===== src/rtl/pll_seq_pkg.sv =====
`timescale 1ns/1ps
package pll_seq_pkg;
  localparam int DATA_W = 32;
  localparam int AW     = 6;

  localparam logic [AW-1:0] A_CTL  = 6'd0;
  localparam logic [AW-1:0] A_SEC  = 6'd1;
  localparam logic [AW-1:0] A_CMD  = 6'd3;
  localparam logic [AW-1:0] A_ALN  = 6'd4;
  localparam logic [AW-1:0] A_CFG0 = 6'd5;
  localparam logic [AW-1:0] A_CFG1 = 6'd6;
  localparam logic [AW-1:0] A_DIVA = 6'd8;
  localparam logic [AW-1:0] A_DIVB = 6'd16;
  localparam int DIV_SPLIT = 3;

  localparam int CTL_PLLEN  = 0;
  localparam int CTL_PWRDN  = 1;
  localparam int CTL_RST    = 3;
  localparam int CTL_ENSRC  = 5;
  localparam int SEC_BYP    = 23;
  localparam int SEC_OD_LSB = 19;
  localparam int CFG0_D_LSB = 0;
  localparam int CFG0_M_LSB = 6;
  localparam int CFG0_BW_LSB = 24;
  localparam int CFG1_BW_LSB = 0;
  localparam int CFG1_ENSAT = 6;
  localparam int CMD_GO     = 0;
  localparam int DIV_EN     = 15;

  typedef enum logic [4:0] {
    S_IDLE, S_STAB, S_CHECK, S_CLR_EN, S_HOLD, S_SET_BYP, S_PWRDN, S_PD_WAIT,
    S_PWRUP, S_WR_M, S_WR_BWLO, S_WR_BWHI, S_WR_D, S_WR_OD, S_GAP, S_POLL,
    S_DIV, S_ALN, S_GO, S_RST_SET, S_RST_WAIT, S_RST_CLR, S_LOCK_WAIT,
    S_BYP_CLR, S_PLL_EN, S_DONE
  } seq_state_e;
endpackage


===== src/rtl/pll_seq_timer.sv =====
`timescale 1ns/1ps
module pll_seq_timer #(
  parameter int TW = 24
) (
  input  logic          clk_i,
  input  logic          rst_ni,
  input  logic          arm_i,
  output logic [TW-1:0] elapsed_o
);
  logic [TW-1:0] cnt_q, mark_q;

  always_ff @(posedge clk_i or negedge rst_ni) begin
    if (!rst_ni) begin
      cnt_q  <= '0;
      mark_q <= '0;
    end else begin
      cnt_q <= cnt_q + 1'b1;
      if (arm_i) mark_q <= cnt_q;
    end
  end

  // modular difference, one cycle after arming reads 1
  assign elapsed_o = cnt_q - mark_q;
endmodule


===== src/rtl/pll_seq_fields.sv =====
`timescale 1ns/1ps
module pll_seq_fields
  import pll_seq_pkg::*;
#(
  parameter int MW     = 13,
  parameter int PREW   = 6,
  parameter int ODW    = 4,
  parameter int BWLO_W = 8
) (
  input  logic [MW-1:0]     mult_i,
  input  logic [PREW-1:0]   prediv_i,
  input  logic [ODW-1:0]    outdiv_i,
  output logic [DATA_W-1:0] m_set_o,
  output logic [DATA_W-1:0] m_clr_o,
  output logic [DATA_W-1:0] bwlo_set_o,
  output logic [DATA_W-1:0] bwlo_clr_o,
  output logic [DATA_W-1:0] bwhi_set_o,
  output logic [DATA_W-1:0] bwhi_clr_o,
  output logic [DATA_W-1:0] d_set_o,
  output logic [DATA_W-1:0] d_clr_o,
  output logic [DATA_W-1:0] od_set_o,
  output logic [DATA_W-1:0] od_clr_o
);
  localparam int BW_W   = MW - 1;
  localparam int BWHI_W = BW_W - BWLO_W;

  logic [MW-1:0]   m1;
  logic [BW_W-1:0] bw;
  logic [PREW-1:0] d1;
  logic [ODW-1:0]  od1;

  assign m1  = mult_i - 1'b1;
  assign bw  = m1[MW-1:1];
  assign d1  = prediv_i - 1'b1;
  assign od1 = outdiv_i - 1'b1;

  assign m_set_o    = DATA_W'(m1) << CFG0_M_LSB;
  assign m_clr_o    = DATA_W'({MW{1'b1}}) << CFG0_M_LSB;
  assign bwlo_set_o = DATA_W'(bw[BWLO_W-1:0]) << CFG0_BW_LSB;
  assign bwlo_clr_o = DATA_W'({BWLO_W{1'b1}}) << CFG0_BW_LSB;
  assign bwhi_set_o = DATA_W'(bw[BW_W-1:BWLO_W]) << CFG1_BW_LSB;
  assign bwhi_clr_o = DATA_W'({BWHI_W{1'b1}}) << CFG1_BW_LSB;
  assign d_set_o    = DATA_W'(d1) << CFG0_D_LSB;
  assign d_clr_o    = DATA_W'({PREW{1'b1}}) << CFG0_D_LSB;
  assign od_set_o   = DATA_W'(od1) << SEC_OD_LSB;
  assign od_clr_o   = DATA_W'({ODW{1'b1}}) << SEC_OD_LSB;
endmodule


===== src/rtl/pll_seq_divmap.sv =====
`timescale 1ns/1ps
module pll_seq_divmap
  import pll_seq_pkg::*;
#(
  parameter int NDIV = 8,
  parameter int PDW  = 8,
  parameter int IW   = 3
) (
  input  logic [NDIV*PDW-1:0] val_i,
  input  logic [IW-1:0]       idx_i,
  output logic [AW-1:0]       addr_o,
  output logic [DATA_W-1:0]   data_o
);
  logic [AW-1:0]     addr_arr [NDIV];
  logic [DATA_W-1:0] data_arr [NDIV];

  for (genvar i = 0; i < NDIV; i++) begin : g_div
    if (i < DIV_SPLIT) begin : g_lo
      assign addr_arr[i] = A_DIVA + AW'(i);
    end else begin : g_hi
      assign addr_arr[i] = A_DIVB + AW'(i - DIV_SPLIT);
    end
    assign data_arr[i] = DATA_W'(val_i[i*PDW +: PDW]) | (DATA_W'(1) << DIV_EN);
  end

  assign addr_o = addr_arr[idx_i];
  assign data_o = data_arr[idx_i];
endmodule


===== src/rtl/pll_seq_top.sv =====
`timescale 1ns/1ps
module pll_seq_top
  import pll_seq_pkg::*;
#(
  parameter int MW       = 13,
  parameter int PREW     = 6,
  parameter int ODW      = 4,
  parameter int BWLO_W   = 8,
  parameter int NDIV     = 8,
  parameter int PDW      = 8,
  parameter int TW       = 24,
  parameter int T_STAB   = 2500,
  parameter int T_HOLD   = 4,
  parameter int T_PD     = 125,
  parameter int T_RST    = 175,
  parameter int T_LOCK   = 1250,
  parameter int T_POLL   = 12,
  parameter int POLL_MAX = 100
) (
  input  logic                clk_i,
  input  logic                rst_ni,
  input  logic                start_i,
  input  logic [MW-1:0]       mult_i,
  input  logic [PREW-1:0]     prediv_i,
  input  logic [ODW-1:0]      outdiv_i,
  input  logic [NDIV*PDW-1:0] pdiv_val_i,
  input  logic [NDIV-1:0]     pdiv_en_i,
  input  logic                bypass_i,
  input  logic                go_busy_i,
  output logic                wr_o,
  output logic [5:0]          addr_o,
  output logic [31:0]         set_o,
  output logic [31:0]         clr_o,
  output logic                busy_o,
  output logic                done_o
);
  localparam int IW  = (NDIV > 1) ? $clog2(NDIV) : 1;
  localparam int PCW = $clog2(POLL_MAX + 1);

  seq_state_e state_q, state_d;
  logic byp_q, second_q;
  logic [PCW-1:0] poll_q;
  logic [IW-1:0] idx_q;
  logic [NDIV-1:0] aln_q;
  logic [MW-1:0] m_q;
  logic [PREW-1:0] d_q;
  logic [ODW-1:0] od_q;
  logic [NDIV*PDW-1:0] val_q;
  logic [NDIV-1:0] en_q;

  logic [TW-1:0] elapsed;
  logic arm, is_wait_d;

  logic [DATA_W-1:0] m_set, m_clr, bwlo_set, bwlo_clr, bwhi_set, bwhi_clr;
  logic [DATA_W-1:0] d_set, d_clr, od_set, od_clr, div_data;
  logic [AW-1:0] div_addr;

  pll_seq_timer #(.TW(TW)) u_timer (
    .clk_i(clk_i), .rst_ni(rst_ni), .arm_i(arm), .elapsed_o(elapsed)
  );

  pll_seq_fields #(.MW(MW), .PREW(PREW), .ODW(ODW), .BWLO_W(BWLO_W)) u_fields (
    .mult_i(m_q), .prediv_i(d_q), .outdiv_i(od_q),
    .m_set_o(m_set), .m_clr_o(m_clr), .bwlo_set_o(bwlo_set), .bwlo_clr_o(bwlo_clr),
    .bwhi_set_o(bwhi_set), .bwhi_clr_o(bwhi_clr), .d_set_o(d_set), .d_clr_o(d_clr),
    .od_set_o(od_set), .od_clr_o(od_clr)
  );

  pll_seq_divmap #(.NDIV(NDIV), .PDW(PDW), .IW(IW)) u_divmap (
    .val_i(val_q), .idx_i(idx_q), .addr_o(div_addr), .data_o(div_data)
  );

  always_comb begin
    unique case (state_d)
      S_STAB, S_HOLD, S_PD_WAIT, S_GAP, S_RST_WAIT, S_LOCK_WAIT: is_wait_d = 1'b1;
      default: is_wait_d = 1'b0;
    endcase
  end
  assign arm = is_wait_d && (state_d != state_q);

  always_comb begin
    state_d = state_q;
    wr_o    = 1'b0;
    addr_o  = '0;
    set_o   = '0;
    clr_o   = '0;
    unique case (state_q)
      S_IDLE:  if (start_i) state_d = S_STAB;
      S_STAB:  if (elapsed >= TW'(T_STAB)) state_d = S_CHECK;
      S_CHECK: begin
        wr_o = 1'b1;
        if (bypass_i) begin
          addr_o  = A_CFG1;
          set_o   = DATA_W'(1) << CFG1_ENSAT;
          state_d = S_CLR_EN;
        end else begin
          addr_o  = A_CTL;
          clr_o   = (DATA_W'(1) << CTL_PLLEN) | (DATA_W'(1) << CTL_ENSRC);
          state_d = S_HOLD;
        end
      end
      S_CLR_EN: begin
        wr_o = 1'b1; addr_o = A_CTL;
        clr_o = (DATA_W'(1) << CTL_PLLEN) | (DATA_W'(1) << CTL_ENSRC);
        state_d = S_HOLD;
      end
      S_HOLD: if (elapsed >= TW'(T_HOLD)) state_d = byp_q ? S_SET_BYP : S_WR_M;
      S_SET_BYP: begin
        wr_o = 1'b1; addr_o = A_SEC; set_o = DATA_W'(1) << SEC_BYP; state_d = S_PWRDN;
      end
      S_PWRDN: begin
        wr_o = 1'b1; addr_o = A_CTL; set_o = DATA_W'(1) << CTL_PWRDN; state_d = S_PD_WAIT;
      end
      S_PD_WAIT: if (elapsed >= TW'(T_PD)) state_d = S_PWRUP;
      S_PWRUP: begin
        wr_o = 1'b1; addr_o = A_CTL; clr_o = DATA_W'(1) << CTL_PWRDN; state_d = S_WR_M;
      end
      S_WR_M: begin
        wr_o = 1'b1; addr_o = A_CFG0; set_o = m_set; clr_o = m_clr; state_d = S_WR_BWLO;
      end
      S_WR_BWLO: begin
        wr_o = 1'b1; addr_o = A_CFG0; set_o = bwlo_set; clr_o = bwlo_clr; state_d = S_WR_BWHI;
      end
      S_WR_BWHI: begin
        wr_o = 1'b1; addr_o = A_CFG1; set_o = bwhi_set; clr_o = bwhi_clr; state_d = S_WR_D;
      end
      S_WR_D: begin
        wr_o = 1'b1; addr_o = A_CFG0; set_o = d_set; clr_o = d_clr; state_d = S_WR_OD;
      end
      S_WR_OD: begin
        wr_o = 1'b1; addr_o = A_SEC; set_o = od_set; clr_o = od_clr; state_d = S_GAP;
      end
      S_GAP: if (elapsed >= TW'(T_POLL)) state_d = S_POLL;
      S_POLL: begin
        if (!go_busy_i || (!second_q && poll_q == PCW'(POLL_MAX - 1)))
          state_d = second_q ? S_RST_SET : S_DIV;
        else
          state_d = S_GAP;
      end
      S_DIV: begin
        if (en_q[idx_q]) begin
          wr_o = 1'b1; addr_o = div_addr; set_o = div_data; clr_o = '1;
        end
        if (idx_q == IW'(NDIV - 1)) state_d = S_ALN;
      end
      S_ALN: begin
        if (aln_q != '0) begin
          wr_o = 1'b1; addr_o = A_ALN; set_o = DATA_W'(aln_q); state_d = S_GO;
        end else begin
          state_d = S_RST_SET;
        end
      end
      S_GO: begin
        wr_o = 1'b1; addr_o = A_CMD; set_o = DATA_W'(1) << CMD_GO; state_d = S_GAP;
      end
      S_RST_SET: begin
        wr_o = 1'b1; addr_o = A_CTL; set_o = DATA_W'(1) << CTL_RST; state_d = S_RST_WAIT;
      end
      S_RST_WAIT: if (elapsed >= TW'(T_RST)) state_d = S_RST_CLR;
      S_RST_CLR: begin
        wr_o = 1'b1; addr_o = A_CTL; clr_o = DATA_W'(1) << CTL_RST; state_d = S_LOCK_WAIT;
      end
      S_LOCK_WAIT: if (elapsed >= TW'(T_LOCK)) state_d = S_BYP_CLR;
      S_BYP_CLR: begin
        wr_o = 1'b1; addr_o = A_SEC; clr_o = DATA_W'(1) << SEC_BYP; state_d = S_PLL_EN;
      end
      S_PLL_EN: begin
        wr_o = 1'b1; addr_o = A_CTL; set_o = DATA_W'(1) << CTL_PLLEN; state_d = S_DONE;
      end
      S_DONE:  state_d = S_IDLE;
      default: state_d = S_IDLE;
    endcase
  end

  always_ff @(posedge clk_i or negedge rst_ni) begin
    if (!rst_ni) begin
      state_q  <= S_IDLE;
      byp_q    <= 1'b0;
      second_q <= 1'b0;
      poll_q   <= '0;
      idx_q    <= '0;
      aln_q    <= '0;
      m_q      <= '0;
      d_q      <= '0;
      od_q     <= '0;
      val_q    <= '0;
      en_q     <= '0;
    end else begin
      state_q <= state_d;
      unique case (state_q)
        S_IDLE: if (start_i) begin
          m_q   <= mult_i;
          d_q   <= prediv_i;
          od_q  <= outdiv_i;
          val_q <= pdiv_val_i;
          en_q  <= pdiv_en_i;
          second_q <= 1'b0;
          idx_q    <= '0;
          aln_q    <= '0;
        end
        S_CHECK: byp_q <= bypass_i;
        S_WR_OD: poll_q <= '0;
        S_GO: begin
          poll_q   <= '0;
          second_q <= 1'b1;
        end
        S_POLL: poll_q <= poll_q + 1'b1;
        S_DIV: begin
          if (en_q[idx_q]) aln_q[idx_q] <= 1'b1;
          if (idx_q != IW'(NDIV - 1)) idx_q <= idx_q + 1'b1;
        end
        default: ;
      endcase
    end
  end

  assign busy_o = (state_q != S_IDLE);
  assign done_o = (state_q == S_DONE);
endmodule


===== config.mk =====
export PLATFORM = sky130hd
export DESIGN_NAME = pll_seq_top
export DESIGN_NICKNAME = d
export VERILOG_FILES = /design/src/rtl/pll_seq_pkg.sv /design/src/rtl/pll_seq_timer.sv /design/src/rtl/pll_seq_fields.sv /design/src/rtl/pll_seq_divmap.sv /design/src/rtl/pll_seq_top.sv
export SDC_FILE = /design/constraint.sdc
export NUM_CORES = 1
export LEC_CHECK = 0
export BUFFER_PORTS_ARGS = -buffer_cell sky130_fd_sc_hd__clkbuf_2
export CAP_MARGIN = 20
export CORE_MARGIN = 2
export CORE_UTILIZATION = 35
export CTS_CLUSTER_SIZE = 30
export DETAILED_ROUTE_END_ITERATION = 10
export GPL_ROUTABILITY_DRIVEN = 0
export GPL_TIMING_DRIVEN = 0
export PLACE_DENSITY = 0.65
export SKIP_CTS_REPAIR_TIMING = 1
export SYNTH_ARGS = -nofsm -noshare
export SYNTH_HDL_FRONTEND = slang
export SYNTH_HIERARCHICAL = 1
export SYNTH_SLANG_ARGS = --single-unit

===== constraint.sdc =====
create_clock -name clk_i -period 5.7 [get_ports clk_i]
set_input_delay 0.285 -clock clk_i [delete_from_list [all_inputs] [get_ports clk_i]]
set_output_delay 0.285 -clock clk_i [all_outputs]
set_load 0.1 [all_outputs]

==> results.cfg, run 1 <==
[finish]
nets = 2389
area_growth_pct = 23.9
instances_no_fill = 2794
final_cell_mix = nand2_1, buf_4, conb_1, clkbuf_2, dfrtp_1
final_common_cell = nand2_1
final_area_um2 = 17600
drive_gt1_share_pct = 25.7
final_util_pct = 44.1

[critical_path]
arrival_ns = 5.79
cp_slowest_cell = or4_1
slowest_delay_ns = 0.59
ff2ff_path_depth = 20
ff2ff_setup_slack_ns = 0.22
reg2reg_from = u_timer/cnt_q[0]
path_class = reg -> reg
r2r_end = u_timer/mark_q[18]
endpoint_kind = flop
crit_fanout = 10
worst_setup_path_start_kind = flop
critPathRequiredTime_ns = 6.01
cp_cell_sequence = inv_1 -> ha_1 -> fa_1 -> nor2b_2 -> o2111ai_1 -> a31oi_2 -> o21ai_2 -> a311o_1 -> xnor2_1 -> or4_1 -> or3_2 -> nor4b_2 -> o31a_2 -> nand4_4 -> mux2i_1 -> or3_1 -> a32oi_1 -> buf_4 -> buf_2 -> o21ai_0

[place]
portBuffers = 171
post-place-ws_ns = -0.508
placed_cells = 2758
dp_hpwl_um = 31900
dpl-instance-area_um2 = 16900

[yosys]
synth_simple_gate_area_share_pct = 21.0
synth.cell_area_um2 = 14200
synth_top_family_by_area = buffers and inverters
ys_warn_count = 6
ys.flop_type = dfrtp_1
synth-seq-cells = 168
yosysSeqAreaShare_pct = 29.6
synth.distinct_cells = 85
netlist_instances = 1751
synth_mux_area_share_pct = 4.67
synth_edf_count = 0
avgSynthCellArea_um2 = 8.11
synth_xor_area_share_pct = 3.95
async_reset_ff_share_pct = 100
synthAdderAreaFrac_pct = 3.05
synth_compound_area_share_pct = 16.5

[pwr]
powerDensity_nw_per_um2 = 555
power_leakage_nw = 9.34
total_power_mw = 9.78
ir_drop_mv = 0.298

[timing]
hold_viol_final = 0
post-route-period-util_pct = 96.1
slew_violations = 0
timing.setup.tns_ns = 0
fmaxAchievable_ghz = 0.182
holdWs_ns = 0.0227
finalSetupViolCount = 0
worst_slack_ns = 0.220
clock_skew_ns = 0.0143
tightest_slew_ns = 1.00
relSlewSlack_pct = 33.7
period_needed_ns = 5.48

[routing]
vias = 13102
wl_per_cell_um = 14.7
first_pass_iters = 9
routed_wl_um = 40900
dr_wl_met3_um = 2080
avgViaCountPerCell = 4.69
route.detailed.drc = 0
first_iter_violations = 1151
ant_nets = 0
wl_met1_um = 18900
top_layer = met5
dr_wl_met2_um = 19300

[clock_tree]
clockBufferDepth = 2
cts_made_buffers = 17
cts_tree = yes
root_buffer = clkbuf_16
clock-sinks = 168
htree_levels = 4
clock_latency_ns = 0.45
clkTransAtPathRegs_ns = 0.07

[global_route]
grt_pass1_wl_um = 65600
grt_pass1_vias = 12766
grt_usage_pct = 19.5
grt_start_max_net_pins = 87
antenna_found_initial = 2
grt_overflow = 0

[die]
die_x_um = 205
rows = 73
boundaryPins = 173
start_util_pct = 35.6
core_area_um2 = 39900
dieArea_um2 = 42200
die_h_um = 205

[min_path]
worstHoldStart = pdiv_val_i[9]
min_to = val_q[9]
hp-class = in -> reg
hold_depth = 3

[outcome]
outcome = finished clean

[flow_run]
maxCapViolCount = 0
-- registers in the layout (all words and copies together), names as in the netlist --
| name | cells |
|---|---|
| d_q | 6 |
| state_q | 5 |
| aln_q | 8 |
| idx_q | 3 |
| poll_q | 7 |
| u_timer/mark_q | 24 |
| val_q | 64 |
| en_q | 8 |
| od_q | 4 |
| byp_q | 1 |
| u_timer/cnt_q | 24 |
| second_q | 1 |
| m_q | 13 |
-- logic make-up after synthesis --
family | Yosys count
xor gates and xnor gates | 64
AOI/OAI and AO/OA | 317
DFF | 168
adders and majority gates | 34
and+or+nand+nor | 663
other | 4
buffers and inverters | 465
muxes | 36
-- metal layers --
metal | up-vias | global-route usage (%)
met3 | 36 | 3.10
met1 | 6170 | 26.0
met4 | 2 | 4.93
met2 | 359 | 32.9
li1 | 6535 | -
met5 | - | 0
-- power breakdown --
| part | total (mW) | switching [mW] | leakage (nW) | internal (mW) |
|---|---|---|---|---|
| clock network | 1.23 | 0.545 | 0.309 | 0.681 |
| registers | 1.87 | 0.283 | 2.17 | 1.59 |
| logic | 6.68 | 4.90 | 6.86 | 1.78 |
| total | 9.78 | 5.73 | 9.34 | 4.05 |
-- worst max path at each step --
stage | start | end | slack [ns] | depth (start not counted)
after floorplan | u_timer/cnt_q[0] | u_timer/mark_q[1] | 0.66 | 20
after global placement | u_timer/cnt_q[0] | u_timer/mark_q[1] | -0.39 | 20
after detailed placement | u_timer/cnt_q[0] | u_timer/mark_q[1] | -0.51 | 20
after CTS | u_timer/cnt_q[0] | u_timer/mark_q[18] | -0.55 | 21
after global routing | u_timer/cnt_q[0] | u_timer/mark_q[3] | -0.05 | 20
final | u_timer/cnt_q[0] | u_timer/mark_q[18] | 0.22 | 20
-- critical path, delay by kind of cell, from the launching register on --
family / cells / cell delay (ns)
simple gates: 6 / 1.94
flops: 1 / 0.43
buf+inv: 3 / 0.53
compound gates: 7 / 1.47
xor+xnor: 1 / 0.15
fa+ha+maj: 2 / 0.66
mux: 1 / 0.16
-- layout make-up --
class                      instances  area [um^2]
antenna                            1         2.50
buffer                           412         2820
clock buffer                      18          439
clock inverter                    14          175
fill                            4020        22300
inverter                          53          199
multi-input combinational       1424         8170
sequential                       168         4210
tap                              525          657
timing repair buffer             179          945
-- cell usage after synthesis, types with 15 or more instances --
master	count	area (um^2)
a21oi_1	39	195
a222oi_1	58	581
a22oi_1	73	548
a31oi_1	15	93.8
buf_4	322	2420
clkbuf_1	75	282
dfrtp_1	168	4200
ha_1	33	413
inv_1	52	195
mux4_1	16	420
nand2_1	403	1510
nand3_1	80	400
nand4_1	19	119
nor2_1	55	206
nor3_1	23	115
o21ai_0	54	270
xnor2_1	39	342
xor2_1	25	219
No activity file was read; power rests on OpenSTA's default activity.
==> inputs of run 2 (changes only) <==
- PLACE_DENSITY: 0.65 -> 0.66
- SETUP_SLACK_MARGIN: default -> 0.15
- SYNTH_HIERARCHICAL: 1 -> default
==> run 2 against run 1 <==
  * Sequential cell count unchanged
  * Die area is 24% lower
  * Hold slack worse by 0.0050 ns
  * Routed wire length down 22%
  * Sequential share of layout area increased by 9.0 points
  * Synthesized cell count fell by 25%
  * Highest routed layer is now met4
  * Maximum frequency rose by 6.1%
  * Via count is 20% lower
  * Critical path type unchanged
  * Critical endpoint is now u_timer.mark_q[3]
  * Global-route usage up 0.41 points
  * Sequential power is essentially flat
==> results.cfg, run 2 <==
[timing]
hold_viol_final = 0
slew_violations = 0
post-route-period-util_pct = 90.6
worst_slack_ns = 0.537
period_needed_ns = 5.16
holdWs_ns = 0.0177
clock_skew_ns = 0.0152
timing.setup.tns_ns = 0
relSlewSlack_pct = 34.1
finalSetupViolCount = 0
tightest_slew_ns = 0.981
fmaxAchievable_ghz = 0.194
rsz0062_at_grt = no

[finish]
antenna_cells = 0
drive_gt1_share_pct = 19.6
instances_no_fill = 1914
final_cell_mix = nand2_1, clkbuf_2, dfrtp_1, nor2_1, clkbuf_1
regMostFlops = val_q
final_common_cell = nand2_1
nets = 1640
area_growth_pct = 18.5
num-fill-cells = 3119
largest_reg_flops = 64
reg.largest.list = val_q x64, u_timer.cnt_q x24, u_timer.mark_q x24

[clock_tree]
cts_made_buffers = 17
clock-sinks = 168
clock_latency_ns = 0.45
clockBufferDepth = 2
cts_tree = yes
htree_levels = 4
clkTransAtPathRegs_ns = 0.08
root_buffer = clkbuf_16

[yosys]
ys_warn_count = 0
ys_top_cells_by_area = dfrtp_1, nand2_1, ha_1, mux4_2, xnor2_1
yosysMostFrequentCell = nand2_1
synthAdderAreaFrac_pct = 4.12
synth_simple_gate_area_share_pct = 23.9
synth_mux_area_share_pct = 4.60
avgSynthCellArea_um2 = 8.23
synth_nets = 1448
synth_top_family_by_area = simple AND/OR/NAND/NOR gates
ys_top_cells_by_count = nand2_1, dfrtp_1, nor2_1
ys.flop_type = dfrtp_1
synth-seq-cells = 168
synth_top_area_share_pct = 38.9
synth.distinct_cells = 77
synth_edf_count = 0
yosysSeqAreaShare_pct = 38.9
synth_xor_area_share_pct = 4.70
synth.cell_area_um2 = 10800
async_reset_ff_share_pct = 100
netlist_instances = 1313
synth_compound_area_share_pct = 17.6
yosysTopAreaCell = dfrtp_1

[routing]
routed_wl_um = 32000
dr_wl_met3_um = 1980
vias = 10419
wl_met1_um = 14500
top_layer = met4
route.detailed.drc = 0
first_pass_iters = 5
first_iter_violations = 850
ant_nets = 0
wl_per_cell_um = 16.7
avgViaCountPerCell = 5.44
dr_wl_met2_um = 14800

[global_route]
grt_pass1_wl_um = 52700
grt_pass1_vias = 10092
grt_usage_pct = 19.9
grt_start_max_net_pins = 94
antenna_found_initial = 0
grt_overflow = 0

[critical_path]
endpoint_kind = flop
path_class = reg -> reg
worst_setup_path_start_kind = flop
cp_cell_sequence = inv_1 -> ha_1 -> fa_1 -> nand2b_1 -> a21oi_2 -> o21ba_1 -> o21ai_2 -> a211o_1 -> o311a_1 -> or4_1 -> o311a_1 -> a211oi_2 -> inv_2 -> or4b_1 -> o32a_2 -> clkbuf_1 -> o2111ai_1 -> o211ai_2
cp_slowest_cell = or4b_1
reg2reg_from = u_timer.cnt_q[0]
crit_fanout = 10
arrival_ns = 5.47
critPathRequiredTime_ns = 6.01
slowest_delay_ns = 0.48
startpoint = u_timer.cnt_q[0]
cp_common_cell = o311a_1

[min_path]
hp-class = in -> reg
worstHoldStart = pdiv_val_i[31]

[die]
dieArea_um2 = 32300
rows = 64
start_util_pct = 35.4
core_area_um2 = 30500
die_h_um = 180
die_x_um = 180
boundaryPins = 173

[pwr]
power_leakage_nw = 6.27
ir_drop_mv = 0.252
powerDensity_nw_per_um2 = 584

[place]
portBuffers = 171
placed_cells = 1881
post-place-ws_ns = 0.293
dp_hpwl_um = 23900

[flow_run]
maxCapViolCount = 0

[outcome]
outcome = finished clean
==> run 2: per-stage QoR <==
stage                     util [%]  area [um^2]  power [mW]
after floorplan                  -        10800        5.27
after global placement        39.8        12200        6.19
after detailed placement      39.9        12200        6.25
after CTS                     41.9        12800        7.43
after global routing          41.9        12800        7.93
final                         41.9        12800        7.47
==> run 2: cell type report <==
class                   count  area (um^2)  area share (%)
clock inverters            15          156            1.22
plain buffers              93          459            3.59
inverters                  55          206            1.61
multi-input cells         997         5950            46.5
flip-flops and latches    168         4200            32.8
well taps                 396          495            3.87
repair buffers            173          902            7.05
clock buffers              17          425            3.32
==> run 2: per-layer routing <==
layer	vias to the layer above	track usage (%)
li1	4921	-
met1	5041	28.0
met2	401	31.7
met3	56	3.26
met4	0	5.72
met5	-	0
==> run 2: final timing paths <==
check	slack [ns]	end	cells after the start
worst min-delay path	0.02	val_q[31]	3
worst max-delay path	0.54	u_timer.mark_q[3]	18
max in group asynchronous	4.37	state_q[4]	3
worst min register to register	0.47	en_q[2]	2
min in group asynchronous	0.47	val_q[20]	2
worst max register to register	0.54	u_timer.mark_q[3]	18
==> run 2: worst max-delay path, delay by kind of cell (launching register included) <==
family                   cells  cell delay (ns)
buffers and inverters        3             0.49
AO/OA/AOI/OAI               10             2.28
AND/OR/NAND/NOR              3             1.13
flip-flops                   1             0.43
adder cells (fa/ha/maj)      2             0.68
==> run 2: cells by family (layout without fill, tap and decap cells) <==
kind of cell,Yosys count,in the layout
adders and majority gates,35,35
DFF,168,168
other,1,1
buffers and inverters,148,353
xor gates and xnor gates,58,58
muxes,27,27
and+or+nand+nor,616,616
AOI/OAI and AO/OA,260,260
==> run 2: report_power, final <==
part	internal [mW]	switching (mW)
registers	1.57	0.278
clock network	0.584	0.576
logic	1.26	3.20
total	3.41	4.06
